`src/rtl/pbo_pkg.sv`:
```
package pbo_pkg;

  typedef enum logic [1:0] {
    THR_NONE  = 2'd0,
    THR_SHORT = 2'd1,
    THR_LONG  = 2'd2
  } thr_sel_e;

  localparam logic [2:0] ST_S0 = 3'd0;
  localparam logic [2:0] ST_S1 = 3'd1;
  localparam logic [2:0] ST_S3 = 3'd3;
  localparam logic [2:0] ST_S4 = 3'd4;
  localparam logic [2:0] ST_S5 = 3'd5;

  function automatic thr_sel_e thr_of_state(input logic [2:0] st);
    case (st)
      ST_S0, ST_S1: return THR_SHORT;
      ST_S3, ST_S4: return THR_LONG;
      default:      return THR_NONE;
    endcase
  endfunction

  function automatic logic is_suspend(input logic [2:0] st);
    return (st >= ST_S1) && (st <= ST_S5);
  endfunction

endpackage

```
`src/rtl/pbo_debounce.sv`:
```
module pbo_debounce #(
  parameter int unsigned DB_SAMPLES = 4,
  parameter int unsigned SYNC_STAGES = 2
) (
  input  logic clk_i,
  input  logic rst_ni,
  input  logic raw_n_i,
  output logic level_o
);
  localparam int unsigned CW = (DB_SAMPLES < 2) ? 1 : $clog2(DB_SAMPLES);
  localparam logic [CW-1:0] LAST = CW'(DB_SAMPLES - 1);

  logic [SYNC_STAGES-1:0] sync_q;
  logic [CW-1:0]          cnt_q;
  logic                   level_q;
  logic                   smp;

  assign smp = sync_q[SYNC_STAGES-1];

  always_ff @(posedge clk_i or negedge rst_ni) begin
    if (!rst_ni) sync_q <= '0;
    else         sync_q <= {sync_q[SYNC_STAGES-2:0], ~raw_n_i};
  end

  always_ff @(posedge clk_i or negedge rst_ni) begin
    if (!rst_ni) begin
      cnt_q   <= '0;
      level_q <= 1'b0;
    end else if (smp == level_q) begin
      cnt_q <= '0;
    end else if (cnt_q == LAST) begin
      cnt_q   <= '0;
      level_q <= smp;
    end else begin
      cnt_q <= cnt_q + 1'b1;
    end
  end

  assign level_o = level_q;


  level_follows_sample_chk: assert property (@(posedge clk_i) disable iff (!rst_ni)
    (level_q != $past(level_q)) |-> ($past(smp) == level_q));

endmodule

```
`src/rtl/pbo_sec_tick.sv`:
```
module pbo_sec_tick #(
  parameter int unsigned CLK_HZ = 1000000
) (
  input  logic clk_i,
  input  logic rst_ni,
  input  logic run_i,
  output logic tick_o
);
  localparam int unsigned CW = (CLK_HZ < 2) ? 1 : $clog2(CLK_HZ);
  localparam logic [CW-1:0] LAST = CW'(CLK_HZ - 1);

  logic [CW-1:0] cnt_q;

  assign tick_o = run_i && (cnt_q == LAST);

  always_ff @(posedge clk_i or negedge rst_ni) begin
    if (!rst_ni)     cnt_q <= '0;
    else if (!run_i) cnt_q <= '0;
    else if (tick_o) cnt_q <= '0;
    else             cnt_q <= cnt_q + 1'b1;
  end


  tick_needs_run_chk: assert property (@(posedge clk_i) disable iff (!rst_ni)
    tick_o |-> $past(run_i));

endmodule

```
`src/rtl/pbo_override.sv`:
```
module pbo_override
  import pbo_pkg::*;
#(
  parameter int unsigned SHORT_SEC = 4,
  parameter int unsigned LONG_SEC  = 9
) (
  input  logic     clk_i,
  input  logic     rst_ni,
  input  logic     pressed_i,
  input  thr_sel_e thr_i,
  input  logic     tick_i,
  output logic     run_o,
  output logic     force_o
);
  localparam int unsigned MAXS = (LONG_SEC > SHORT_SEC) ? LONG_SEC : SHORT_SEC;
  localparam int unsigned SW   = $clog2(MAXS + 1);
  localparam logic [SW-1:0] SHORT_LAST = SW'(SHORT_SEC - 1);
  localparam logic [SW-1:0] LONG_LAST  = SW'(LONG_SEC - 1);

  logic [SW-1:0] sec_q;
  logic [SW-1:0] last;
  logic          done_q;
  logic          force_q;

  assign last  = (thr_i == THR_LONG) ? LONG_LAST : SHORT_LAST;
  assign run_o = pressed_i && !done_q && (thr_i != THR_NONE);

  always_ff @(posedge clk_i or negedge rst_ni) begin
    if (!rst_ni) begin
      sec_q   <= '0;
      done_q  <= 1'b0;
      force_q <= 1'b0;
    end else begin
      force_q <= 1'b0;
      if (!pressed_i) done_q <= 1'b0;
      if (!run_o) begin
        sec_q <= '0;
      end else if (tick_i) begin
        // state may drop to the short limit mid-hold: fire on >=
        if (sec_q >= last) begin
          sec_q   <= '0;
          force_q <= 1'b1;
          done_q  <= 1'b1;
        end else begin
          sec_q <= sec_q + 1'b1;
        end
      end
    end
  end

  assign force_o = force_q;


  force_single_chk: assert property (@(posedge clk_i) disable iff (!rst_ni)
    force_q |=> !force_q);


  no_rearm_chk: assert property (@(posedge clk_i) disable iff (!rst_ni)
    (force_q && pressed_i) |=> !run_o);


  force_needs_thr_chk: assert property (@(posedge clk_i) disable iff (!rst_ni)
    force_q |-> $past(thr_i != THR_NONE && pressed_i));

endmodule

```
`src/rtl/pwrbtn_override_ctrl.sv`:
```
module pwrbtn_override_ctrl
  import pbo_pkg::*;
#(
  parameter int unsigned CLK_HZ     = 1000000,
  parameter int unsigned DB_SAMPLES = 16,
  parameter int unsigned SHORT_SEC  = 4,
  parameter int unsigned LONG_SEC   = 9
) (
  input  logic       clk_i,
  input  logic       rst_ni,
  input  logic       btn_n_i,
  input  logic [2:0] sleep_state_i,
  input  logic       stretch_i,
  input  logic       pwr_ok_i,
  output logic       level_o,
  output logic       wake_o,
  output logic       force_off_o
);
  logic     level;
  logic     level_d_q;
  logic     press_rise;
  logic     wake_q;
  logic     run;
  logic     tick;
  thr_sel_e thr;
  logic     pwr_ok_unused;

  assign pwr_ok_unused = pwr_ok_i;

  pbo_debounce #(.DB_SAMPLES(DB_SAMPLES)) u_db (
    .clk_i   (clk_i),
    .rst_ni  (rst_ni),
    .raw_n_i (btn_n_i),
    .level_o (level)
  );

  assign thr = thr_of_state(sleep_state_i);

  pbo_sec_tick #(.CLK_HZ(CLK_HZ)) u_tick (
    .clk_i  (clk_i),
    .rst_ni (rst_ni),
    .run_i  (run),
    .tick_o (tick)
  );

  pbo_override #(.SHORT_SEC(SHORT_SEC), .LONG_SEC(LONG_SEC)) u_ovr (
    .clk_i     (clk_i),
    .rst_ni    (rst_ni),
    .pressed_i (level),
    .thr_i     (thr),
    .tick_i    (tick),
    .run_o     (run),
    .force_o   (force_off_o)
  );

  assign press_rise = level && !level_d_q;

  always_ff @(posedge clk_i or negedge rst_ni) begin
    if (!rst_ni) begin
      level_d_q <= 1'b0;
      wake_q    <= 1'b0;
    end else begin
      level_d_q <= level;
      wake_q    <= press_rise && is_suspend(sleep_state_i) && !stretch_i;
    end
  end

  assign level_o = level;
  assign wake_o  = wake_q;


  wake_not_in_stretch_chk: assert property (@(posedge clk_i) disable iff (!rst_ni)
    wake_o |-> $past(!stretch_i && sleep_state_i != ST_S0));


  wake_single_chk: assert property (@(posedge clk_i) disable iff (!rst_ni)
    wake_o |=> !wake_o);


  wake_on_edge_chk: assert property (@(posedge clk_i) disable iff (!rst_ni)
    wake_o |-> $past(level_o));

endmodule

```
`config.mk`:
```
export PLATFORM = sky130hd
export DESIGN_NAME = pwrbtn_override_ctrl
export DESIGN_NICKNAME = d
export VERILOG_FILES = /design/src/rtl/pbo_pkg.sv /design/src/rtl/pbo_debounce.sv /design/src/rtl/pbo_sec_tick.sv /design/src/rtl/pbo_override.sv /design/src/rtl/pwrbtn_override_ctrl.sv
export SDC_FILE = /design/constraint.sdc
export NUM_CORES = 1
export LEC_CHECK = 0
export BUFFER_PORTS_ARGS = -buffer_cell sky130_fd_sc_hd__buf_4
export CORE_ASPECT_RATIO = 0.6
export CORE_MARGIN = 5
export CORE_UTILIZATION = 60
export CTS_CLUSTER_DIAMETER = 30
export DETAILED_ROUTE_END_ITERATION = 8
export GPL_TIMING_DRIVEN = 0
export PLACE_DENSITY = 0.79
export RECOVER_POWER = 100
export SYNTH_ARGS = -nofsm -noshare
export SYNTH_HDL_FRONTEND = slang
export SYNTH_SLANG_ARGS = --single-unit
```
`constraint.sdc`:
```
create_clock -name clk_i -period 2.6 [get_ports clk_i]
set_clock_uncertainty 0.05 [all_clocks]
set_input_delay 0.52 -clock clk_i [delete_from_list [all_inputs] [get_ports clk_i]]
set_output_delay 0.52 -clock clk_i [all_outputs]
set_load 0.005 [all_outputs]
```
==> metrics.txt, run 1 <==
final setup fails=0; internal power=0.000850 W; post-CTS sizing=0; Mapped Nets=190; Syn Area/Cell=10.5 µm²; max-slew violations=36; status=finished, violations left; Syn Std Cell Area=1860 µm²; Worst EP arrival=2.39 ns; Synth Area in Adders=0.0404; leakage power=0.857 nW; remaining global-route overflow=0; reg2reg start=u_tick.cnt_q[10]; Worst Setup EP=u_ovr.sec_q[2]; sequential share of power=0.512; post-route ant nets=0; register area share after synthesis=0.472; Detailed Route Iter0 Violations=81; Clk pin slew, worst setup/hold paths=0.07 ns; worst reg2reg path depth=6; internal reg-to-reg setup slack=0.42 ns; number of fill cells in the layout=225; Worst-Margin Slew=1.81 ns; switching portion of total power=0.214; #FFs+latches synth=35; final wirelength=3.86 mm; Synth area leaders=dfrtp_1 (47%), ha_1 (4.0%), nor2_1 (3.8%); xor/xnor share of the synthesized area=0.0660; maxcap violations=1; htree depth=2; initial antenna violation count=0; Mapped Cells=176; Synth top cells by count=dfrtp_1 (35), nor2_1 (19), o21ai_0 (12), nand2_1 (9), nand3_1 (9); Final Hold Fails=0; Synth Area in Simple Gates=0.242; Worst VDD drop=0.000397 V; first-pass GRT wire length=6.58 mm; most frequent cell after synthesis=dfrtp_1; Row Count=15; Comb pwr share=0.040; clock latency on the worst-skew pair=0.29 ns; initial core utilization=0.638; Reg area=876 µm²; DRC viols=0; data required time of the worst path=2.76 ns; Crit. End Element=flip-flop; Startpoint Class=input port; class of the worst hold path=reg2reg; die width=81.8 µm; count of input and output buffers=9; Yosys warnings=0; largest family of logic cells by synthesized area=simple AND/OR/NAND/NOR gates; Via density=6.06; io pins=11; Core Region=2910 µm²; Max-slew headroom=-0.207; die height=53.1 µm; Area Overhead vs Synth=10.2%; Overall Global Routing Usage=0.208; Worst Setup Path Type=in2reg; HPWL Detailed=2.71 mm; CTS tree=yes; antenna cells=0; R2R Path End=u_tick.cnt_q[9]; clock share of power=0.447; top-area cell type share of the netlist area=0.472; clock sinks=35; area of the multi-input gates=897 µm²; area leader, netlist=dfrtp_1; EDFF count, synth=0; setup TNS=0 ns; worst hold slack=0.300 ns; failing checks=capacitance limit, slew limit; Tcrit/Tclk final=0.859; routed len/inst=16.4 µm; Clock Tree Root=clkbuf_8; setup bufs post-CTS=0; RSZ-0062 raised after global routing=false; P_sw=0.000232 W; Num CTS Buffers=5; Pre-antenna DRT Iters=4; number of global-route vias before repair=1376; Synth cell types=39; DR vias=1423; crit path time final=2.23 ns; post-synthesis mux area share=0.0115; Async SR Flop Fraction=1.00; largest net degree at the start of global routing=36; share of layout cells above drive strength 1=0.145; post-layout net count=206; Max Clk Rate=448 MHz; Max FO, Critical Path=7; Hold-fix buffers, CTS=0; Critical Path Source=sleep_state_i[0]; die footprint=4340 µm²; Synth Flop Type=dfrtp_1; P per Cell Area=529 nW/µm²; Synth Area in Compound Gates=0.131; clk buf depth=2; global placement routability congestion=0.849
==> cell families after synthesis <==
family / after synthesis
AOI/OAI and AO/OA: 34
muxes: 2
and+or+nand+nor: 74
buffers and inverters: 11
adders and majority gates: 6
xor gates and xnor gates: 14
DFF: 35
==> cells in the final DEF (no fill, tap or decap), types with 7 or more instances in the layout <==
master   synthesis  routed
o21ai_0         12      12
nand3_1          9       9
xor2_1           8       8
a21oi_1          5       9
nor2_1          19      19
or3_1            7       7
dfrtp_1         35      35
nand4_1          7       7
nand2_1          9       9
==> power by group through the flow <==
stage / registers (W) / logic, W / clock network (W)
floorplan: 0.000564 / 0.0000206 / 0
global placement: 0.000564 / 0.0000422 / 0
detailed placement: 0.000565 / 0.0000453 / 0
CTS: 0.000554 / 0.0000463 / 0.000494
global route: 0.000555 / 0.0000504 / 0.000523
finish: 0.000555 / 0.0000438 / 0.000484
==> per-layer routing <==
| metal | share of wire | vias to the layer above | global-route usage |
|---|---|---|---|
| li1 | - | 675 | - |
| met1 | 0.47 | 699 | 0.273 |
| met2 | 0.47 | 37 | 0.315 |
| met3 | 0.038 | 12 | 0.0527 |
| met4 | 0.024 | 0 | 0.110 |
| met5 | 0 | - | 0 |
==> per-stage QoR <==
step           setup slack, ns  cell area, µm²  cells  utilization  total power (W)
5_1_grt                  0.156            2050    235        0.703          0.00113
6_report                 0.367            2050    235        0.703          0.00108
2_1_floorplan            0.484            1860    176            -         0.000584
3_5_place_dp             0.135            1980    227        0.680         0.000610
3_3_place_gp             0.225            1980    227        0.680         0.000606
4_1_cts                  0.413            2090    235        0.718          0.00109
==> state kept, by name, summed over array words and instances, names as in the netlist, 2 cells and up <==
name,count
u_db.cnt_q,4
u_tick.cnt_q,20
u_ovr.sec_q,4
u_db.sync_q,2
==> worst min path at each step <==
stage	start	end	slack, ns	depth (start not counted)
6_report	u_db.sync_q[0]	u_db.sync_q[1]	0.30	0
3_5_place_dp	u_db.sync_q[0]	u_db.sync_q[1]	0.28	0
5_1_grt	u_db.sync_q[0]	u_db.sync_q[1]	0.31	0
4_1_cts	rst_ni	u_tick.cnt_q[13]	0.13	1
3_3_place_gp	u_db.sync_q[0]	u_db.sync_q[1]	0.28	0
2_1_floorplan	rst_ni	level_d_q	0.17	0
==> critical path: stages <==
cell and delay, ns:
clkbuf_1 0.17, nand2_1 0.08, o21a_1 0.22, ha_1 0.28, nand2b_1 0.18, a2111oi_4 0.57, o2111ai_1 0.20, a31oi_1 0.18
==> layout make-up <==
class                           instances  share of cell area
Inverter                                6              0.0110
Clock inverter                          3              0.0214
Buffer                                  5              0.0122
Clock buffer                            5              0.0336
Tap cell                               42              0.0257
Timing Repair Buffer                    9              0.0294
Multi-Input combinational cell        130               0.439
Sequential cell                        35               0.428
(Power assumes the default switching activity.)
==> run 2: changes to the inputs <==
--- a/config.mk
+++ b/config.mk
@@ -7,13 +7,12 @@
 export LEC_CHECK = 0
 export BUFFER_PORTS_ARGS = -buffer_cell sky130_fd_sc_hd__buf_4
 export CORE_ASPECT_RATIO = 0.6
-export CORE_MARGIN = 5
+export CORE_MARGIN = 2
 export CORE_UTILIZATION = 60
-export CTS_CLUSTER_DIAMETER = 30
 export DETAILED_ROUTE_END_ITERATION = 8
 export GPL_TIMING_DRIVEN = 0
 export PLACE_DENSITY = 0.79
-export RECOVER_POWER = 100
+export RECOVER_POWER = 25
 export SYNTH_ARGS = -nofsm -noshare
 export SYNTH_HDL_FRONTEND = slang
 export SYNTH_SLANG_ARGS = --single-unit
==> metrics.txt, run 2 (synthesis results as in run 1) <==
crit path time final=2.23 ns (about the same); Clock Tree Root=clkbuf_8 (unchanged); P per Cell Area=521 nW/µm² (was 529 nW/µm²); initial core utilization=0.638 (unchanged); max reg flops=20 (unchanged); Clk pin slew, worst setup/hold paths=0.07 ns (about the same); clock latency on the worst-skew pair=0.29 ns (about the same); Worst VDD drop=0.000599 V (was 0.000397 V); switching portion of total power=0.216 (was 0.214); Worst EP arrival=2.37 ns (was 2.39 ns); Core Region=2910 µm² (unchanged); die width=75.8 µm (was 81.8 µm); Num CTS Buffers=5 (unchanged); post-route ant nets=0 (unchanged); antenna cells=0 (unchanged); leading cell type in the layout, fill and taps excluded=dfrtp_1 (unchanged); remaining global-route overflow=0 (unchanged); Detailed Route Iter0 Violations=138 (was 81); status=finished, violations left (unchanged); internal reg-to-reg setup slack=0.52 ns (was 0.42 ns); Worst Setup Path Type=in2reg (unchanged); Area Overhead vs Synth=12.3% (was 10.2%); io pins=11 (unchanged); clock share of power=0.449 (was 0.447); max-slew violations=36 (unchanged); die footprint=3570 µm² (was 4340 µm²); Final Hold Fails=0 (unchanged); data required time of the worst path=2.75 ns (was 2.76 ns); Hold-fix buffers, CTS=0 (unchanged); Pre-antenna DRT Iters=4 (unchanged); P_sw=0.000235 W (was 0.000232 W); final setup fails=0 (unchanged); global placement routability congestion=0.840 (was 0.849); Worst path max stage delay=0.55 ns (was 0.57 ns); initial antenna violation count=0 (unchanged); setup bufs post-CTS=0 (unchanged); share of layout cells above drive strength 1=0.181 (was 0.145); class of the worst hold path=reg2reg (unchanged); Tcrit/Tclk final=0.857 (was 0.859); final wirelength=3.73 mm (was 3.86 mm); number of fill cells in the layout=201 (was 225); first-pass GRT wire length=5.94 mm (was 6.58 mm); Max-slew headroom=-0.209 (was -0.207); Crit. End Element=flip-flop (unchanged); CTS tree=yes (unchanged); DRC viols=0 (unchanged); critical path's slowest cell=a2111oi_4 (unchanged); die height=47.1 µm (was 53.1 µm); Comb pwr share=0.040 (about the same); failing checks=capacitance limit, slew limit (unchanged); Max Clk Rate=449 MHz (was 448 MHz); setup TNS=0 ns (unchanged); clk buf depth=2 (unchanged); most frequent cells in the layout=dfrtp_1 (35), nor2_1 (19), o21ai_0 (12) (unchanged); count of input and output buffers=9 (unchanged); Overall Global Routing Usage=0.235 (was 0.208); Layout Utilization=0.717 (was 0.703); Via density=6.00 (was 6.06); leakage power=0.874 nW (was 0.857 nW); HPWL Detailed=2.70 mm (was 2.71 mm); maxcap violations=1 (unchanged); routed len/inst=15.9 µm (was 16.4 µm); Row Count=15 (unchanged); DR vias=1409 (was 1423); Top reg by flops=u_tick.cnt_q (unchanged); CP cell instances=buf_4 -> nor2_1 -> nand2_1 -> o21a_1 -> ha_1 -> nand2b_1 -> a2111oi_4 -> o2111ai_1 -> a31oi_1 (was clkbuf_1 -> nand2_1 -> o21a_1 -> ha_1 -> nand2b_1 -> a2111oi_4 -> o2111ai_1 -> a31oi_1); worst path bufs/invs=1 (unchanged); Max FO, Critical Path=7 (unchanged); delay-heaviest family, CP=compound AO/OA/AOI/OAI gates (unchanged); clock sinks=35 (unchanged); RSZ-0062 raised after global routing=false (unchanged); largest net degree at the start of global routing=36 (unchanged); number of global-route vias before repair=1258 (was 1376); Worst-Margin Slew=1.81 ns (about the same); Startpoint Class=input port (unchanged); sequential share of power=0.511 (was 0.512); Top Registers=u_tick.cnt_q (20), u_db.cnt_q (4), u_ovr.sec_q (4) (unchanged); post-CTS sizing=0 (unchanged); internal power=0.000851 W (was 0.000850 W); htree depth=2 (unchanged); post-layout net count=206 (unchanged)
==> run 2: changes by cell type in the layout (fill, tap and decap cells not counted) <==
cell      delta
a21oi_1      -4
clkbuf_2     -1
buf_4        +4
a21oi_2      +4
buf_6        +3
clkbuf_1     -3
clkbuf_4     -3
==> run 2: final timing paths <==
kind / endpoint / from / cells after the start
min reg2reg: u_db.sync_q[1] / u_db.sync_q[0] / 0
max reg2reg: u_ovr.sec_q[3] / u_ovr.sec_q[0] / 6
max in group asynchronous: u_tick.cnt_q[2] / rst_ni / 1
min: u_db.sync_q[1] / u_db.sync_q[0] / 0
min in group asynchronous: u_tick.cnt_q[1] / rst_ni / 1
max: u_ovr.sec_q[3] / sleep_state_i[0] / 9
==> run 2: cell type report <==
| type | instances | area (µm²) | area share |
|---|---|---|---|
| plain buffers | 5 | 46.3 | 0.0222 |
| clock buffers | 5 | 68.8 | 0.0330 |
| clock inverters | 3 | 43.8 | 0.0210 |
| inverters | 6 | 22.5 | 0.0108 |
| repair buffers | 9 | 63.8 | 0.0306 |
| flip-flops and latches | 35 | 876 | 0.420 |
| multi-input cells | 130 | 912 | 0.437 |
| well taps | 42 | 52.6 | 0.0252 |
==> run 2: power groups by stage <==
| stage | Clock [W] | Combinational (W) | Sequential, W |
|---|---|---|---|
| 2_1_floorplan | 0 | 0.0000206 | 0.000564 |
| 3_3_place_gp | 0 | 0.0000422 | 0.000564 |
| 3_5_place_dp | 0 | 0.0000446 | 0.000565 |
| 4_1_cts | 0.000493 | 0.0000454 | 0.000554 |
| 5_1_grt | 0.000515 | 0.0000499 | 0.000555 |
| 6_report | 0.000488 | 0.0000438 | 0.000555 |
==> run 2: per-layer routing <==
metal	track usage	part of all wire
met1	0.331	0.48
met2	0.364	0.47
met3	0.0579	0.043
met4	0.0737	0.0064
met5	0	0
==> run 2: through the flow <==
step | hold WS, ns | setup WS, ns | power, W | area, µm² | std cells
2_1_floorplan | 0.174 | 0.484 | 0.000584 | 1860 | 176
3_3_place_gp | 0.285 | 0.226 | 0.000606 | 1980 | 227
3_5_place_dp | 0.297 | 0.0824 | 0.000609 | 1980 | 227
4_1_cts | 0.132 | 0.376 | 0.00109 | 2090 | 235
5_1_grt | 0.316 | 0.184 | 0.00112 | 2090 | 235
6_report | 0.309 | 0.373 | 0.00109 | 2090 | 235
==> run 3: changes to the inputs <==
--- a/config.mk
+++ b/config.mk
@@ -11,8 +11,9 @@
 export CORE_UTILIZATION = 60
 export DETAILED_ROUTE_END_ITERATION = 8
 export GPL_TIMING_DRIVEN = 0
-export PLACE_DENSITY = 0.79
+export PLACE_DENSITY = 0.8
 export RECOVER_POWER = 25
 export SYNTH_ARGS = -nofsm -noshare
 export SYNTH_HDL_FRONTEND = slang
+export SYNTH_HIERARCHICAL = 1
 export SYNTH_SLANG_ARGS = --single-unit
==> metrics.txt, run 3 <==
status=finished, violations left (unchanged); failing checks=capacitance limit, slew limit (unchanged); register area share after synthesis=0.488 (was 0.472); htree depth=2 (unchanged); routed len/inst=14.1 µm (was 15.9 µm); Final Hold Fails=0 (unchanged); switching portion of total power=0.210 (was 0.216); die width=74.6 µm (was 75.8 µm); Worst Setup Path Type=in2reg (unchanged); Synth Flop Type=dfrtp_1 (unchanged); Synth Area in Adders=0.0418 (was 0.0404); HP Start=u_db/sync_q[0] (was u_db.sync_q[0]); io pins=11 (unchanged); Synth cell types=44 (was 39); remaining global-route overflow=0 (unchanged); number of global-route vias before repair=1175 (was 1258); initial antenna violation count=0 (unchanged); EDFF count, synth=0 (unchanged); Worst-Margin Slew=1.83 ns (was 1.81 ns); max-slew violations=36 (unchanged); crit path time final=2.38 ns (was 2.23 ns); post-layout net count=206 (unchanged); Overall Global Routing Usage=0.216 (was 0.235); Top Registers=u_tick/cnt_q (20), u_db/cnt_q (4), u_ovr/sec_q (4) (was u_tick.cnt_q (20), u_db.cnt_q (4), u_ovr.sec_q (4)); Synth Area in Compound Gates=0.0816 (was 0.131); final setup fails=0 (unchanged); DR vias=1338 (was 1409); Reg area=876 µm² (unchanged); Via density=5.72 (was 6.00); reg2reg start=u_db/level_o (was u_ovr.sec_q[0]); top-area cell type share of the netlist area=0.488 (was 0.472); P_sw=0.000206 W (was 0.000235 W); post-route insts no fill=234 (was 235); Synth top cells by count=dfrtp_1 (35), nor2_1 (22), xnor2_1 (12), nand2_1 (11), inv_1 (7) (was dfrtp_1 (35), nor2_1 (19), o21ai_0 (12), nand2_1 (9), nand3_1 (9)); Yosys warnings=6 (was 0); Max FO, Critical Path=8 (was 7); CTS tree=yes (unchanged); hold endpoint=u_db/sync_q[1] (was u_db.sync_q[1]); Row Count=15 (unchanged); post-synthesis mux area share=0.0258 (was 0.0115); Core Region=2850 µm² (was 2910 µm²); most frequent cells in the layout=dfrtp_1 (35), nor2_1 (22), xnor2_1 (12) (was dfrtp_1 (35), nor2_1 (19), o21ai_0 (12)); worst hold slack=0.304 ns (was 0.309 ns); Mapped Cells=172 (was 176); first-pass GRT wire length=5.35 mm (was 5.94 mm); maxcap violations=1 (unchanged); Syn Area/Cell=10.4 µm² (was 10.5 µm²); sequential share of power=0.566 (was 0.511); Placed Area=1920 µm² (was 1980 µm²); max reg flops=20 (unchanged); final wirelength=3.31 mm (was 3.73 mm); DP Worst Slack=-0.356 ns (was 0.0824 ns); Pre-antenna DRT Iters=4 (unchanged); DRC viols=0 (unchanged); setup ws final=0.221 ns (was 0.373 ns); Clk pin slew, worst setup/hold paths=0.07 ns (about the same); Max-slew headroom=-0.221 (was -0.209); area leader, netlist=dfrtp_1 (unchanged); Worst VDD drop=0.000367 V (was 0.000599 V); antenna cells=0 (unchanged); Tcrit/Tclk final=0.915 (was 0.857); xor/xnor share of the synthesized area=0.0781 (was 0.0660); most frequent cell after synthesis=dfrtp_1 (unchanged); area of the multi-input gates=901 µm² (was 912 µm²); post-route ant nets=0 (unchanged); R2R Path End=u_ovr/sec_q[3] (was u_ovr.sec_q[3]); share of layout cells above drive strength 1=0.182 (was 0.181); RSZ-0062 raised after global routing=false (unchanged); Mapped Nets=186 (was 190); Top reg by flops=u_tick/cnt_q (was u_tick.cnt_q); leading cell type in the layout, fill and taps excluded=dfrtp_1 (unchanged); data required time of the worst path=2.76 ns (was 2.75 ns); Startpoint Class=input port (unchanged); Async SR Flop Fraction=1.00 (unchanged); Crit. End Element=flip-flop (unchanged); Comb pwr share=0.042 (was 0.040); clk buf depth=2 (unchanged); initial core utilization=0.629 (was 0.638); largest net degree at the start of global routing=36 (unchanged); largest family of logic cells by synthesized area=simple AND/OR/NAND/NOR gates (unchanged); Syn Std Cell Area=1790 µm² (was 1860 µm²); Max Clk Rate=420 MHz (was 449 MHz); Worst EP arrival=2.54 ns (was 2.37 ns); clock share of power=0.392 (was 0.449); cell area after layout=2050 µm² (was 2090 µm²); internal reg-to-reg setup slack=0.41 ns (was 0.52 ns); number of fill cells in the layout=210 (was 201); internal power=0.000774 W (was 0.000851 W); Synth Area in Simple Gates=0.264 (was 0.242); Hold-fix buffers, CTS=0 (unchanged); Detailed Route Iter0 Violations=78 (was 138); Layout Utilization=0.718 (was 0.717); P per Cell Area=479 nW/µm² (was 521 nW/µm²); count of input and output buffers=9 (unchanged); clock latency on the worst-skew pair=0.27 ns (was 0.29 ns); Num CTS Buffers=5 (unchanged); Min-Delay Path Depth=0 (unchanged); die footprint=3460 µm² (was 3570 µm²); Synth area leaders=dfrtp_1 (49%), xnor2_1 (5.9%), nor2_1 (4.6%) (was dfrtp_1 (47%), ha_1 (4.0%), nor2_1 (3.8%)); Area Overhead vs Synth=14.1% (was 12.3%); class of the worst hold path=reg2reg (unchanged); global placement routability congestion=0.825 (was 0.840); leakage power=0.863 nW (was 0.874 nW); clock sinks=35 (unchanged); die height=46.4 µm (was 47.1 µm); worst reg2reg path depth=9 (was 6); placed cells=223 (was 227); Clock Tree Root=clkbuf_8 (unchanged); #FFs+latches synth=35 (unchanged); HPWL Detailed=2.39 mm (was 2.70 mm)
==> run 3: changes by cell type after synthesis, sizes merged, moves of 4 or more <==
cell | previous run | this run
a21oi | 11 | 6
and4 | 5 | 0
nand2b | 1 | 5
nor3 | 0 | 6
o2111ai | 4 | 0
o21ai | 12 | 4
xnor2 | 6 | 12
xor2 | 8 | 4
==> run 3: how the worst max path moves through the flow <==
stage | cells past startpoint | endpoint | startpoint
after CTS | 12 | u_ovr/sec_q[3] | sleep_state_i[0]
after detailed placement | 12 | u_ovr/sec_q[3] | sleep_state_i[0]
after global routing | 12 | u_ovr/sec_q[3] | sleep_state_i[0]
after global placement | 12 | u_ovr/sec_q[3] | sleep_state_i[0]
final | 12 | u_ovr/sec_q[3] | sleep_state_i[0]
after floorplan | 11 | u_ovr/sec_q[3] | sleep_state_i[0]
==> run 3: stage by stage <==
step | setup TNS [ns] | total power [W]
global route | 0 | 0.00102
detailed placement | -3.49 | 0.000607
CTS | 0 | 0.000993
floorplan | 0 | 0.000583
global placement | -2.29 | 0.000604
finish | 0 | 0.000980
==> run 3: cell type report <==
class,count,share of cell area
Multi-Input combinational cell,128,0.440
Sequential cell,35,0.428
Timing Repair Buffer,13,0.0458
Clock buffer,6,0.0403
Tap cell,42,0.0257
Inverter,7,0.0128
Buffer,2,0.00489
Clock inverter,1,0.00244
==> run 3: per-layer routing <==
metal  vias up  part of all wire  track usage
met5         -                 0            0
li1        652                 -            -
met1       656              0.49        0.303
met3         4             0.037       0.0678
met2        26              0.46        0.319
met4         0             0.011       0.0750
==> run 3: timing repair <==
item / in CTS / in global routing
setup buffers: 0 / 4
setup endpoints to repair: 1 / 14
gates resized for setup: 1 / 2
pin swaps: 0 / 2
==> run 3: kinds of logic (layout without fill, tap and decap cells) <==
| family | after synthesis | in the layout |
|---|---|---|
| simple gates | 81 | 81 |
| buf+inv | 9 | 29 |
| xor+xnor | 16 | 16 |
| fa+ha+maj | 6 | 6 |
| flops | 35 | 35 |
| compound gates | 21 | 21 |
| mux | 4 | 4 |
==> run 3: critical path, cell delays in order <==
cell      delay [ns]
buf_4           0.11
nand2b_1        0.13
o22ai_1         0.18
o211ai_1        0.17
inv_2           0.16
nand2_1         0.06
or3_1           0.43
nor3_4          0.29
nor2b_1         0.17
mux2_2          0.14
a21oi_1         0.05
nor2_1          0.10
==> run 3: power groups by stage <==
stage           logic, W  clock network, W  registers (W)
3_3_place_gp   0.0000401                 0       0.000564
3_5_place_dp   0.0000426                 0       0.000565
5_1_grt        0.0000463          0.000416       0.000555
6_report       0.0000410          0.000385       0.000555
2_1_floorplan  0.0000196                 0       0.000564
4_1_cts        0.0000428          0.000396       0.000554
